==> config.mk <==
export PLATFORM = sky130hd
export DESIGN_NAME = fault_restart_seq
export DESIGN_NICKNAME = d
export VERILOG_FILES = /design/src/rtl/fault_restart_seq.sv
export SDC_FILE = /design/constraint.sdc
export NUM_CORES = 1
export LEC_CHECK = 0
export BUFFER_PORTS_ARGS = -buffer_cell sky130_fd_sc_hd__buf_2
export CAP_MARGIN = 20
export CORE_ASPECT_RATIO = 1.4
export CORE_UTILIZATION = 52
export DETAILED_ROUTE_END_ITERATION = 12
export PLACE_DENSITY = 0.75
export SLEW_MARGIN = 20
export SYNTH_ARGS = -nofsm -noshare
export SYNTH_HDL_FRONTEND = slang
export SYNTH_SLANG_ARGS = --single-unit
==> constraint.sdc <==
create_clock -name clk -period 2.35 [get_ports clk]
set_input_delay 0.1175 -clock clk [delete_from_list [all_inputs] [get_ports clk]]
set_output_delay 0.1175 -clock clk [all_outputs]
set_load 0.05 [all_outputs]
==> src/rtl/fault_restart_seq.sv <==
module fault_restart_seq #(
  parameter int SS_TICKS    = 1000000,
  parameter int BLANK_TICKS = 1000000
) (
  input  logic       clk,
  input  logic       rst_n,
  input  logic       vcc_above_on,
  input  logic       vcc_below_off,
  input  logic       vcc_below_clr,
  input  logic       vcc_above_ovp,
  input  logic       fb_high,
  input  logic       cs_over,
  input  logic       temp_over,
  input  logic       blk_low,
  input  logic       blk_high,
  output logic       startup_cell_on,
  output logic       reference_on,
  output logic       soft_start_active,
  output logic       switching_enable,
  output logic       ext_blank_charge,
  output logic [2:0] state
);

  localparam int MAXT = (SS_TICKS > BLANK_TICKS) ? SS_TICKS : BLANK_TICKS;
  localparam int CW   = (MAXT > 1) ? $clog2(MAXT) : 1;
  localparam logic [CW-1:0] SS_LAST = CW'(SS_TICKS - 1);
  localparam logic [CW-1:0] BL_LAST = CW'(BLANK_TICKS - 1);

  typedef enum logic [2:0] {
    S_UVLO  = 3'd0,
    S_SOFT  = 3'd1,
    S_RUN   = 3'd2,
    S_BFIX  = 3'd3,
    S_BRAMP = 3'd4,
    S_RWAIT = 3'd5,
    S_LATCH = 3'd6
  } st_t;

  st_t           st, st_nx;
  logic [CW-1:0] cnt, cnt_nx;
  logic          lat_chg, lat_chg_nx;
  logic          powered, latch_trip;

  assign powered    = (st == S_SOFT) || (st == S_RUN) || (st == S_BFIX) || (st == S_BRAMP);
  assign latch_trip = temp_over | cs_over | blk_low | (vcc_above_ovp & fb_high);

  always_comb begin
    st_nx      = st;
    cnt_nx     = cnt;
    lat_chg_nx = lat_chg;
    if (powered && latch_trip) begin
      st_nx      = S_LATCH;
      lat_chg_nx = 1'b0;
    end else if (powered && vcc_below_off) begin
      st_nx = S_UVLO;
    end else begin
      case (st)
        S_UVLO: if (vcc_above_on) begin
          st_nx  = S_SOFT;
          cnt_nx = '0;
        end
        S_SOFT: if (cnt == SS_LAST) st_nx = S_RUN;
                else cnt_nx = cnt + 1'b1;
        S_RUN: if (fb_high) begin
          st_nx  = S_BFIX;
          cnt_nx = '0;
        end
        S_BFIX: if (!fb_high) st_nx = S_RUN;
                else if (cnt == BL_LAST) st_nx = S_BRAMP;
                else cnt_nx = cnt + 1'b1;
        S_BRAMP: if (!fb_high) st_nx = S_RUN;
                 else if (blk_high) st_nx = S_RWAIT;
        S_RWAIT: if (vcc_below_off) st_nx = S_UVLO;
        S_LATCH: if (vcc_below_clr) begin
          st_nx      = S_UVLO;
          lat_chg_nx = 1'b0;
        end else if (vcc_below_off) lat_chg_nx = 1'b1;
        else if (vcc_above_on) lat_chg_nx = 1'b0;
        default: st_nx = S_UVLO;
      endcase
    end
  end

  always_ff @(posedge clk or negedge rst_n) begin
    if (!rst_n) begin
      st      <= S_UVLO;
      cnt     <= '0;
      lat_chg <= 1'b0;
    end else begin
      st      <= st_nx;
      cnt     <= cnt_nx;
      lat_chg <= lat_chg_nx;
    end
  end

  assign startup_cell_on   = (st == S_UVLO) || ((st == S_LATCH) && lat_chg);
  assign reference_on      = powered;
  assign switching_enable  = powered;
  assign soft_start_active = (st == S_SOFT);
  assign ext_blank_charge  = (st == S_BRAMP);
  assign state             = st;

endmodule

# After elaboration in Yosys (flattened, before gate mapping)
# Cells that the tools add are included.
# W data, S select, Z words.
# classes
shifts,0
muxes,23
reduce_logical,14
n_eq_ne,18
mul,0
div,0
bitwise_logic,6
n_lt_le_gt_ge,0
add_sub_neg,1
# ops
op,count
$mux W20,4
$pmux W20 S4,1
$mux W3,11
$pmux W3 S7,1
$add A20 B1 Y20 const B,1
$eq A20 B20 Y1 const B,1
$ne A4 B4 Y1 const B,3
$eq A3 B3 Y1 const B,3
$ne A2 B2 Y1 const B,4
$reduce_bool A4 Y1,2
$reduce_and A7 Y1,1
$eq A3 B2 Y1 const B,2
$mux W1,6
$reduce_and A6 Y1,1
$ne A5 B2 Y1 const B,1
$ne A5 B3 Y1 const B,1
$logic_or A1 B1 Y1,4
$ne A4 B1 Y1 const B,1
$ne A4 B2 Y1 const B,1
$eq A3 B1 Y1 const B,1
$logic_and A1 B1 Y1,3
$logic_not A3 Y1,1
$or A1 B1 Y1,3
$reduce_and A3 Y1,1
other kinds (3),4
# word_totals
ff_bits,24
memories,0
elab_cells,65
latchBits,0
out_inout_bits,8
inputBits,11
ram_bits,0
romBits,0

# Logic depth before layout (Yosys ltp)
# Gate-level depths: netlist of the first run.
# logic_depth
word_depth,7
depth_mapped,8
ltp_nobuf,6

# Worst setup path before layout of the first run
# Ideal clock, no wire load.
# synth_path
path_type,register to register
from,"reg st[0], in the netlist state[0]"
to,reg lat_chg
path_stages_with_launch,7
setup_ns,0.128
t_arrival_ns,2.483
t_required_ns,2.222
setup_slack_ns,-0.261
period_less_slack_ns,2.611
cell_sequence,dfrtp_1 clkbuf_1 nor2_1 xnor2_1 a21bo_2 a2bb2oi_1 o22ai_1
# synth_via
elab_chain_len,7
word_cells_on_any_way,15
# synth_lines
item,line_no,rtl
from (decl),39,"st_t st, st_nx;"
from (signal assigned),90,st <= st_nx;
$eq A3 B1 Y1 or $eq A3 B2 Y1 (tied branches),44,assign powered = (st == S_SOFT) || (st == S_RUN) || (st == S_BFIX) || (st == S_BRAMP);
$logic_or A1 B1 Y1 (2 in a row),44,
$logic_or A1 B1 Y1 (*),44,
via reference_on,17,"output logic reference_on,"
"$logic_and A1 B1 Y1, on equally long branches","51, 54",
$ne A2 B2 Y1 (no line) (tied with other cells),-,
$reduce_and A3 Y1 (no line),-,
to (signal assigned),92,lat_chg <= lat_chg_nx;
to (decl),41,"logic lat_chg, lat_chg_nx;"
# The timed path passes the listed nets; every way through them passes the cells marked *.
# A chain may end at the register's enable or synchronous reset.

# Worst setup path after layout of the first run
# layout_path
from,reg cnt[1]
to,"reg st[0], in the netlist state[0]"
# layout_via
elab_chain_len,3
word_cells_on_any_way,4
# layout_lines
item,line_no,rtl
from (decl),40,"logic [CW-1:0] cnt, cnt_nx;"
from (signal assigned),91,cnt <= cnt_nx;
$eq A20 B20 Y1 (*),"62, 69",
$ne A5 B2 Y1 (no line) or $ne A4 B1 Y1 (tied branches),-,
$reduce_and A7 Y1 (no line) (*),-,
# Mark *: on every way between the ends. The rest lies on a longest branch, timed or not.

==> results of run 1 <==
==> layout by cell type, fill, tap and decap left out, drive strengths merged, types with 5 or more instances in the layout <==
master,synthesis,routed
buf,2,29
dfrtp,24,24
nor2,18,18
o21ai,16,16
nand2,15,15
inv,10,10
a21oi,9,9
nand3,8,8
o31ai,6,6
nor4,6,6
nor2b,5,5
and2,5,5
xnor2,5,5
==> sequential cells by signal, summed over array words and instances, names as in the netlist <==
signal	count
cnt	20
lat_chg	1
state	3
==> worst reg2reg max path, stage by stage (launching register included) <==
cell and delay (ns):
dfrtp_1 0.38, ha_2 0.21, nand3_2 0.09, or4_4 0.53
or3_4 0.39, a221oi_4 0.30, mux2_4 0.33
==> kinds of logic (layout without fill, tap and decap cells) <==
kind of cell,Yosys count,count (layout)
muxes,4,4
and+or+nand+nor,85,85
adders and majority gates,1,1
xor gates and xnor gates,8,8
AOI/OAI and AO/OA,51,51
buffers and inverters,18,44
DFF,24,24
==> cell type report <==
cell class,count,area [sq um],area share [%]
well taps,37,46.3,2.41
inverters,10,37.5,1.96
flip-flops and latches,24,601,31.3
repair buffers,30,183,9.52
multi-input cells,149,981,51.1
clock inverters,1,30.0,1.56
clock buffers,3,41.3,2.15
==> per-stage QoR <==
stage	util (%)	setup WS (ns)	hold slack [ns]	power (mW)	setup TNS [ns]
2_1_floorplan	-	0.00585	-0.178	1.34	0
3_3_place_gp	62.0	0.109	0.126	1.56	0
3_5_place_dp	62.0	0.0269	0.134	1.58	0
4_1_cts	64.8	0.00533	0.0334	1.95	0
5_1_grt	66.0	-0.00252	0.0236	2.11	-0.00252
6_report	66.0	0.0193	0.0303	2.01	0
==> synthesized netlist by cell type, drive strengths merged, types with 2 or more instances <==
library cell | count | area [sq um]
nor3 | 3 | 15.0
and2 | 5 | 31.3
nand2 | 15 | 56.3
nor2 | 18 | 67.6
nand4b | 4 | 35.0
o21ai | 16 | 80.1
o31ai | 6 | 45.0
a221oi | 2 | 23.8
nand3 | 8 | 45.0
or3b | 2 | 17.5
nor4 | 6 | 37.5
dfrtp | 24 | 601
buf | 2 | 11.3
xor2 | 3 | 26.3
a21o | 2 | 16.3
nor2b | 5 | 31.3
clkbuf | 6 | 22.5
mux2 | 3 | 33.8
xnor2 | 5 | 43.8
and4 | 4 | 37.5
a21oi | 9 | 45.0
inv | 10 | 37.5
nand4 | 4 | 25.0
o22ai | 4 | 25.0
or3 | 4 | 25.0
and3 | 3 | 20.0
a31oi | 2 | 12.5
==> timing repair <==
item,4_1_cts,5_1_grt
hold endpoints to repair,24,0
endpoints found under the setup margin,0,1
gates resized for setup,0,3
hold buffers,1,0
buffers inserted,0,2
==> power by group <==
part | leakage, nW | internal, mW | switching [mW] | total (mW)
Clock | 0.0357 | 0.228 | 0.142 | 0.370
Combinational | 0.457 | 0.386 | 0.659 | 1.05
Sequential | 0.329 | 0.466 | 0.127 | 0.593
Total | 0.822 | 1.08 | 0.928 | 2.01
==> metal layers <==
metal  part of all wire, %  vias to the layer above  global-route usage, %  routed length [um]
met5                     0                        -                      0                   0
met4                   2.6                        0                   10.3                 106
met3                   3.6                       16                   3.56                 146
met2                    51                       49                   47.9                2100
met1                    42                      761                   33.0                1730
li1                      -                      765                      -                   -
==> final timing paths <==
| path | start | end | depth (start not counted) |
|---|---|---|---|
| max reg2reg | cnt[1] | state[0] | 6 |
| max in group asynchronous | rst_n | cnt[11] | 2 |
| min | vcc_below_clr | lat_chg | 2 |
| min reg2reg | cnt[10] | cnt[10] | 1 |
| max | cnt[1] | state[0] | 6 |
| min in group asynchronous | rst_n | cnt[5] | 2 |
==> run metrics, run 1 <==
PwrDens=1050 mW/mm^2; die height=68.1 um; DP Area=~0.0018 sq mm; crit-path leading delay family=simple AND/OR/NAND/NOR gates; Site Rows=23; CP endpoint kind=flip-flop; fin crit share=99.2%; sequential-to-total area share from yosys stat=37.0%; largest family of logic cells by synthesized area=simple AND/OR/NAND/NOR gates; Min-Delay Path Class=in2reg; 1st-iter DRT viols=36; synthesized area per cell=8.50 sq um; EDFF count, synth=0; final setup fails=0; Layout area overhead=18.3%; Crit path required time=2.51 ns; Most used DFF post-synth=dfrtp_1; Syn Std Cell Area=~0.0016 sq mm; top-level I/O count=19; first-pass GRT wire length=between 6000 and 7000 um; GP Congestion=between 0.9 and 1; Netlist cell types=51; clk root buf=clkbuf_8; later-pin clock latency in the skew report=0.27 ns; worst rel slew slack=63.4%; status=completed; number of global-route vias before repair=between 1500 and 2000; mux contribution to synthesized area=2.70%; CP Launch Type=flip-flop; Worst path slowest cell=or4_4; number of antenna cells inserted=0; Final Non-Filler Cells=254; core area=0.00291 sq mm; Fill cells=approximately 250; clock sink total=24; design area=0.00192 sq mm; CTS tree=built; GRT overflow=0; Detailed Routing Iterations Pass 1=4; register clock-pin slew on the reported worst setup and hold paths=~0.09 ns; synthesized instance count=191; crit-path max cell delay=0.53 ns; Synth Area in XOR/XNOR=4.32%; H-Tree Depth=1; leakage power=0.822 nW; final WL=4080 um; HPWL after DPL=2900 um; cells along the critical path=ha_2 > nand3_2 > or4_4 > or3_4 > a221oi_4 > mux2_4; share of cells above drive strength 1=a little under a quarter; critical path class=reg2reg; DRC viols=0; area of the die=0.00335 sq mm; critical path peak fanout=3; fmax=429 MHz; synthesis-stage register bit count=24; Ys Warns=0; via density per instance=approximately 6.3; Wirelength per Cell=16.1 um; Max-Cap Viols=0; Final Hold Viols=0; post-synthesis simple-gate area fraction=29.6%; Max IR drop VDD=1520 uV; Final #Nets=230; I/O Buffers=18; Async SR Flop Fraction=100%; Slew @ Worst Pin=0.548 ns; Adder-Cell Fraction of Synth Area=less than 1%; Initial Utilization=between 50% and 60%; clk_skew=0.00327 ns; fin. max-slew vios=0; critical path arrival=2.49 ns; GRT Overall Usage=26.9%; CTS Buf Count=3; fin crit period=2.33 ns; Routed Antenna Nets=0; Compound-Gate Fraction of Synth Area=21.2%; CP Buf/Inv Count=0; initial antenna violation count=0; Mapped Nets=203; largest net degree at the start of global routing=25; Die W=~50 um; vias=1591; dpl cells=247; worst-case clock buffer depth=2; Reg2Reg Setup Slack=0.02 ns
Power figures use the tool's default switching activity.
==> run 2, diff against run 1 <==
--- a/config.mk
+++ b/config.mk
@@ -5,12 +5,14 @@
 export SDC_FILE = /design/constraint.sdc
 export NUM_CORES = 1
 export LEC_CHECK = 0
+export ABC_AREA = 1
 export BUFFER_PORTS_ARGS = -buffer_cell sky130_fd_sc_hd__buf_2
 export CAP_MARGIN = 20
 export CORE_ASPECT_RATIO = 1.4
-export CORE_UTILIZATION = 52
+export CORE_UTILIZATION = 55
+export CTS_BUF_LIST = sky130_fd_sc_hd__clkbuf_8
 export DETAILED_ROUTE_END_ITERATION = 12
-export PLACE_DENSITY = 0.75
+export PLACE_DENSITY = 0.78
 export SLEW_MARGIN = 20
 export SYNTH_ARGS = -nofsm -noshare
 export SYNTH_HDL_FRONTEND = slang
==> run 2 against run 1 <==
Effect of this change: area after synthesis up 9.6%; final area up 0.72%; worst hold slack better by 0.12 ns; routed wire length down 2.3%; non-clock buffer count down 9; fmax up 21%; sequential share of layout area down 0.22 points; final cell count up 28%; clock power down 23%; register-to-register slack better by 0.41 ns; critical path type unchanged; largest cell class unchanged; highest routed layer unchanged.
==> run metrics, run 2 <==
status=completed; Die W=50.1 um (+1.7%); top-level I/O count=19 (unchanged); DP Area=0.00187 sq mm (+3.6%); HPWL after DPL=2990 um (+3.3%); Ys Warns=0 (unchanged); RSZ-0062 raised after global routing=false; EDFF count, synth=0 (unchanged); fin crit period=1.92 ns (-0.409 ns); final setup fails=0 (unchanged); initial antenna violation count=0 (unchanged); critical path class=reg2reg; largest net degree at the start of global routing=27 (+8.0%); number of global-route vias before repair=1583 (+5.0%); register clock-pin slew on the reported worst setup and hold paths=0.08 ns (about the same); vias=1700 (+6.9%); leakage power=0.900 nW (+9.5%); largest register by flop count=cnt; critical path arrival=2.08 ns (-0.41 ns); core area=0.00309 sq mm (+6.4%); I/O Buffers=18 (unchanged); Layout area overhead=8.65%; worst-case clock buffer depth=2 (unchanged); 1st-iter DRT viols=47 (+31%); clk_skew=0.00160 ns (-0.00167 ns); synthesis-stage register bit count=24 (unchanged); Max IR drop VDD=780 uV (-49%); critical path peak fanout=26 (+23); final worst slack=0.429 ns (+0.409 ns); synthesized instance count=269 (+41%); final WL=3990 um (-2.3%); Netlist cell types=32 (-37%); Setup Total Neg Slack=0 ns (unchanged); fin crit share=81.8% (-17 points); Largest register FFs=20 (unchanged); post-synth top area cell=dfrtp_1; Routed Antenna Nets=0 (unchanged); number of antenna cells inserted=0 (unchanged); sequential-to-total area share from yosys stat=33.8% (-3.3 points); Mapped Nets=281 (+38%); via density per instance=5.21 (-17%); Final Hold Viols=0 (unchanged); Reg2Reg Setup Slack=0.43 ns (+0.41 ns); DRC viols=0 (unchanged); worst rel slew slack=64.5% (+1.0 points); CP Launch Type=flip-flop; R2R cell count=8 (+2); total power=1.82 mW (-9.3%); PwrDens=942 mW/mm^2 (-10%); share of cells above drive strength 1=13.6% (-9.9 points); synth cell count leaders=nand2_1, nor2_1, nand3_1; design area=0.00193 sq mm (+0.72%); H-Tree Depth=1 (unchanged); top-count cell post-synth=nand2_1; Wirelength per Cell=12.2 um (-24%); first-pass GRT wire length=6490 um (-5.2%); fin. max-slew vios=0 (unchanged); die height=69.3 um (+1.8%); Async SR Flop Fraction=100% (unchanged); most frequent cells in the layout=nand2_1, nor2_1, nand3_1; area of the die=0.00347 sq mm (+3.5%); Initial Utilization=57.5% (+1.7 points); Cells on Worst Hold Path=4 (+2); GRT overflow=0 (unchanged); GRT Overall Usage=24.6% (-2.3 points); dpl ws=0.439 ns (+0.412 ns); Post-CTS Setup Bufs=0 (unchanged); GP Congestion=0.902 (-0.38%); CTS tree=built; Crit path required time=2.51 ns (about the same); Final Util=62.5% (-3.5 points); CTS Buf Count=3 (unchanged); synthesized area per cell=6.61 sq um (-22%); fmax=520 MHz (+21%); Syn Std Cell Area=0.00178 sq mm (+9.6%); share of the synthesized area in the top cell type=33.8% (-3.3 points); clk root buf=clkbuf_8; Max-Cap Viols=0 (unchanged); Detailed Routing Iterations Pass 1=5 (+1); Final #Nets=300 (+30%); Slew @ Worst Pin=0.533 ns (-0.0152 ns); later-pin clock latency in the skew report=0.27 ns (about the same); Fill cells=303 (+23%); Site Rows=24 (+4.3%); clock sink total=24 (unchanged); most common cell after layout, fill and taps aside=nand2_1; Most used DFF post-synth=dfrtp_1; main area contributors after synthesis=dfrtp_1, nand2_1, nor2_1; CP endpoint kind=flip-flop; Min-Delay Path Class=in2reg
==> run 2: changes by cell type in the layout (fill, tap and decap cells not counted), sizes merged, moves of 5 or more <==
cell   before  now
a21oi       9    3
nand3       8   28
and2        5    0
inv        10   20
nor2       18   48
o31ai       6    1
buf        29   20
nor4        6    0
nor2b       5    0
xor2        3   11
nand2      15   98
==> run 2: cells by family after synthesis <==
family                     after synthesis  synth area share, %
and+or+nand+nor                        185                 45.3
buffers and inverters                   27                 8.02
adders and majority gates                1                0.703
AOI/OAI and AO/OA                       20                 6.33
xor gates and xnor gates                12                 5.91
DFF                                     24                 33.8
==> run 2: final timing paths <==
path	startpoint	to
min	vcc_below_clr	lat_chg
min in group asynchronous	rst_n	lat_chg
min reg2reg	lat_chg	lat_chg
max	cnt[0]	cnt[0]
max in group asynchronous	rst_n	state[2]
max reg2reg	cnt[0]	cnt[0]
==> run 2: layout make-up <==
| class | count | area, sq um | share of cell area (%) |
|---|---|---|---|
| multi-input cells | 218 | 1040 | 53.6 |
| flip-flops and latches | 24 | 601 | 31.1 |
| repair buffers | 21 | 115 | 5.95 |
| inverters | 20 | 77.6 | 4.01 |
| clock buffers | 4 | 55.1 | 2.85 |
| well taps | 39 | 48.8 | 2.52 |
==> run 2: per-layer routing <==
layer	part of all wire (%)	up-vias	GRT usage, %	wire length (um)
met5	0	-	0	0
met4	3.6	0	15.2	145
met3	2.8	13	2.41	112
met2	51	39	45.9	2040
met1	42	758	24.8	1690
li1	-	890	-	-
==> run 2: where the power goes <==
part	internal (mW)	switching (mW)	total [mW]
combinational	0.233	0.768	1.00
sequential	0.457	0.0773	0.534
clock	0.150	0.136	0.286
total	0.839	0.981	1.82
==> run 2: critical path, cell delays in order (launching register included) <==
cell,delay (ns)
dfrtp_1,0.41
ha_1,0.30
nand3_2,0.15
nor2_2,0.19
nand4_1,0.17
nand2_4,0.28
inv_4,0.15
nand3_1,0.09
o21ai_0,0.07
==> run 2: what timing repair did <==
action                    in CTS  in global routing
hold buffers                   1                  0
hold endpoints to repair      24                  0
gates resized for setup        0                  0
==> run 2: metrics by stage <==
step           hold slack, ns  std cells
4_1_cts                 0.159        326
2_1_floorplan          -0.178        269
3_5_place_dp            0.135        321
6_report                0.150        326
5_1_grt                 0.208        326
3_3_place_gp            0.132        321
==> run 3, diff against run 2 <==
--- a/config.mk
+++ b/config.mk
@@ -9,10 +9,10 @@
 export BUFFER_PORTS_ARGS = -buffer_cell sky130_fd_sc_hd__buf_2
 export CAP_MARGIN = 20
 export CORE_ASPECT_RATIO = 1.4
-export CORE_UTILIZATION = 55
+export CORE_UTILIZATION = 61
 export CTS_BUF_LIST = sky130_fd_sc_hd__clkbuf_8
 export DETAILED_ROUTE_END_ITERATION = 12
-export PLACE_DENSITY = 0.78
+export PLACE_DENSITY = 0.82
 export SLEW_MARGIN = 20
 export SYNTH_ARGS = -nofsm -noshare
 export SYNTH_HDL_FRONTEND = slang
==> constraint.sdc (replaced) <==
create_clock -name clk -period 1.9 [get_ports clk]
set_input_delay 0.095 -clock clk [delete_from_list [all_inputs] [get_ports clk]]
set_output_delay 0.095 -clock clk [all_outputs]
set_load 0.05 [all_outputs]
==> run 3 against run 2 <==
Effect of this change: power up 28%; global-route usage is 4.7 points higher; combinational power up 32%.
==> run metrics, run 3 (same netlist as run 2, synthesis figures left out) <==
final WL=4160 um (+4.3%); DP Area=0.00189 sq mm (+1.4%); Largest register FFs=20 (unchanged); status=completed; vias=1733 (+1.9%); critical path peak fanout=8 (-69%); worst-case clock buffer depth=2 (unchanged); area of the die=0.00314 sq mm (-9.5%); Wirelength per Cell=12.8 um (+4.6%); CP Launch Type=flip-flop; Max IR drop VDD=1060 uV (+37%); top-level I/O count=19 (unchanged); GRT overflow=0 (unchanged); GP Congestion=0.964 (+6.9%); share of cells above drive strength 1=15.6% (+2.0 points); HP Start=vcc_above_on; Crit path required time=1.80 ns (-0.71 ns); worst rel slew slack=62.8% (-1.6 points); 1st-iter DRT viols=56 (+19%); reg2reg end=cnt[0]; clk root buf=clkbuf_8; Final Hold Viols=0 (unchanged); GRT Overall Usage=29.3% (+4.7 points); Setup Total Neg Slack=0 ns (unchanged); R2R cell count=8 (unchanged); number of antenna cells inserted=0 (unchanged); register clock-pin slew on the reported worst setup and hold paths=0.08 ns (about the same); leakage power=0.905 nW (+0.64%); Layout area overhead=10.3%; crit-path max cell delay=0.50 ns (+0.09 ns); PwrDens=1190 mW/mm^2 (+26%); crit-path leading delay family=flip-flops; Max-Cap Viols=0 (unchanged); Reg2Reg Setup Slack=0.15 ns (-0.28 ns); CTS Buf Count=3 (unchanged); Worst path slowest cell=dfrtp_1; fmax=565 MHz; most frequent cells in the layout=nand2_1, nor2_1, nand3_1; initial antenna violation count=0 (unchanged); reg2reg start=cnt[0]; CTS tree=built; DRC viols=0 (unchanged); fin. max-slew vios=0 (unchanged); Fill cells=256 (-16%); clock sink total=24 (unchanged); critical path arrival=1.68 ns (-0.40 ns); fin crit share=93.2%; Post-CTS Setup Bufs=0 (unchanged); die height=65.9 um (-4.9%); critical path class=reg2out; CP endpoint kind=primary output; Die W=47.6 um (-4.8%); design area=0.00196 sq mm (+1.5%); H-Tree Depth=1 (unchanged); Final #Nets=302 (+0.67%); largest net degree at the start of global routing=25 (-7.4%); Cells on Worst Hold Path=4 (unchanged); Site Rows=22 (-8.3%); Slew @ Worst Pin=0.557 ns (+0.0242 ns); clk_skew=0.00500 ns (+0.00340 ns); fin crit period=1.77 ns; first-pass GRT wire length=6490 um (about the same); via density per instance=5.33 (+2.3%); number of global-route vias before repair=1635 (+3.3%); RSZ-0062 raised after global routing=false; final worst slack=0.129 ns (-0.300 ns); core area=0.00270 sq mm (-13%); I/O Buffers=18 (unchanged); CP Buf/Inv Count=2 (+1); later-pin clock latency in the skew report=0.27 ns (about the same); cells along the critical path=inv_1 > nor3_1 > nand2_1 > o21ai_1 > buf_2; Initial Utilization=66.0% (+8.4 points); WHS Endpoint=lat_chg; most common cell after layout, fill and taps aside=nand2_1; Detailed Routing Iterations Pass 1=4 (-1); largest register by flop count=cnt; Routed Antenna Nets=0 (unchanged); HPWL after DPL=3150 um (+5.1%); Min-Delay Path Class=in2reg; final setup fails=0 (unchanged); total power=2.34 mW (+28%); dpl ws=0.115 ns (-0.324 ns); Hold Slack=0.148 ns (-0.00205 ns)
[run 3: changes by cell type in the layout (fill, tap and decap cells not counted)]
cell,before,now
buf_4,2,4
dfrtp_1,24,22
dfrtp_2,0,2
ha_1,1,0
ha_2,0,1
nand2_2,4,3
nand2_4,1,2
nor2_1,46,45
nor2_4,1,2
o21ai_0,9,8
o21ai_1,4,5
[run 3: metal layers]
layer	part of all wire (%)	track usage [%]	up-vias	wire [um]
met3	2.7	2.73	8	111
met1	41	29.6	795	1720
met4	2.5	13.9	0	104
met2	53	55.5	37	2220
met5	0	0	-	0
li1	-	-	893	-
[run 3: worst max-delay path by stage]
| stage | from | end | depth (start not counted) |
|---|---|---|---|
| 2_1_floorplan | state[1] | state[1] | 9 |
| 3_3_place_gp | cnt[0] | cnt[0] | 8 |
| 3_5_place_dp | cnt[0] | cnt[9] | 8 |
| 4_1_cts | cnt[0] | cnt[0] | 8 |
| 5_1_grt | state[1] | startup_cell_on | 5 |
| 6_report | state[1] | startup_cell_on | 5 |
[run 3: through the flow]
stage,cells,utilization (%)
final,325,72.7
after global routing,325,72.7
after CTS,325,72.6
after detailed placement,320,70.2
after global placement,320,70.2
after floorplan,269,-
[run 3: cell type report]
| type | instances | area, sq um | share of cell area [%] |
|---|---|---|---|
| Sequential cell | 24 | 603 | 30.7 |
| Inverter | 20 | 77.6 | 3.95 |
| Tap cell | 36 | 45.0 | 2.30 |
| Timing Repair Buffer | 23 | 130 | 6.63 |
| Clock buffer | 4 | 55.1 | 2.81 |
| Multi-Input combinational cell | 218 | 1050 | 53.6 |
[run 3: power breakdown]
part	internal (mW)	leakage [nW]	switching, mW
Sequential	0.569	0.328	0.0966
Clock	0.185	0.0288	0.166
Combinational	0.335	0.549	0.984
Total	1.09	0.905	1.25
[run 3: worst reg2reg max path, cell delays in order, from the launching register on]
cell,delay [ns]
dfrtp_1,0.41
ha_2,0.26
nand3_2,0.12
nor2_2,0.18
nand4_1,0.18
nand2_4,0.21
inv_4,0.12
nand3_1,0.08
o21ai_0,0.08
[run 3: what timing repair did]
action,CTS,global route
setup endpoints to repair,0,2
gates resized for setup,0,1
hold endpoints to repair,24,0
hold buffers,1,0
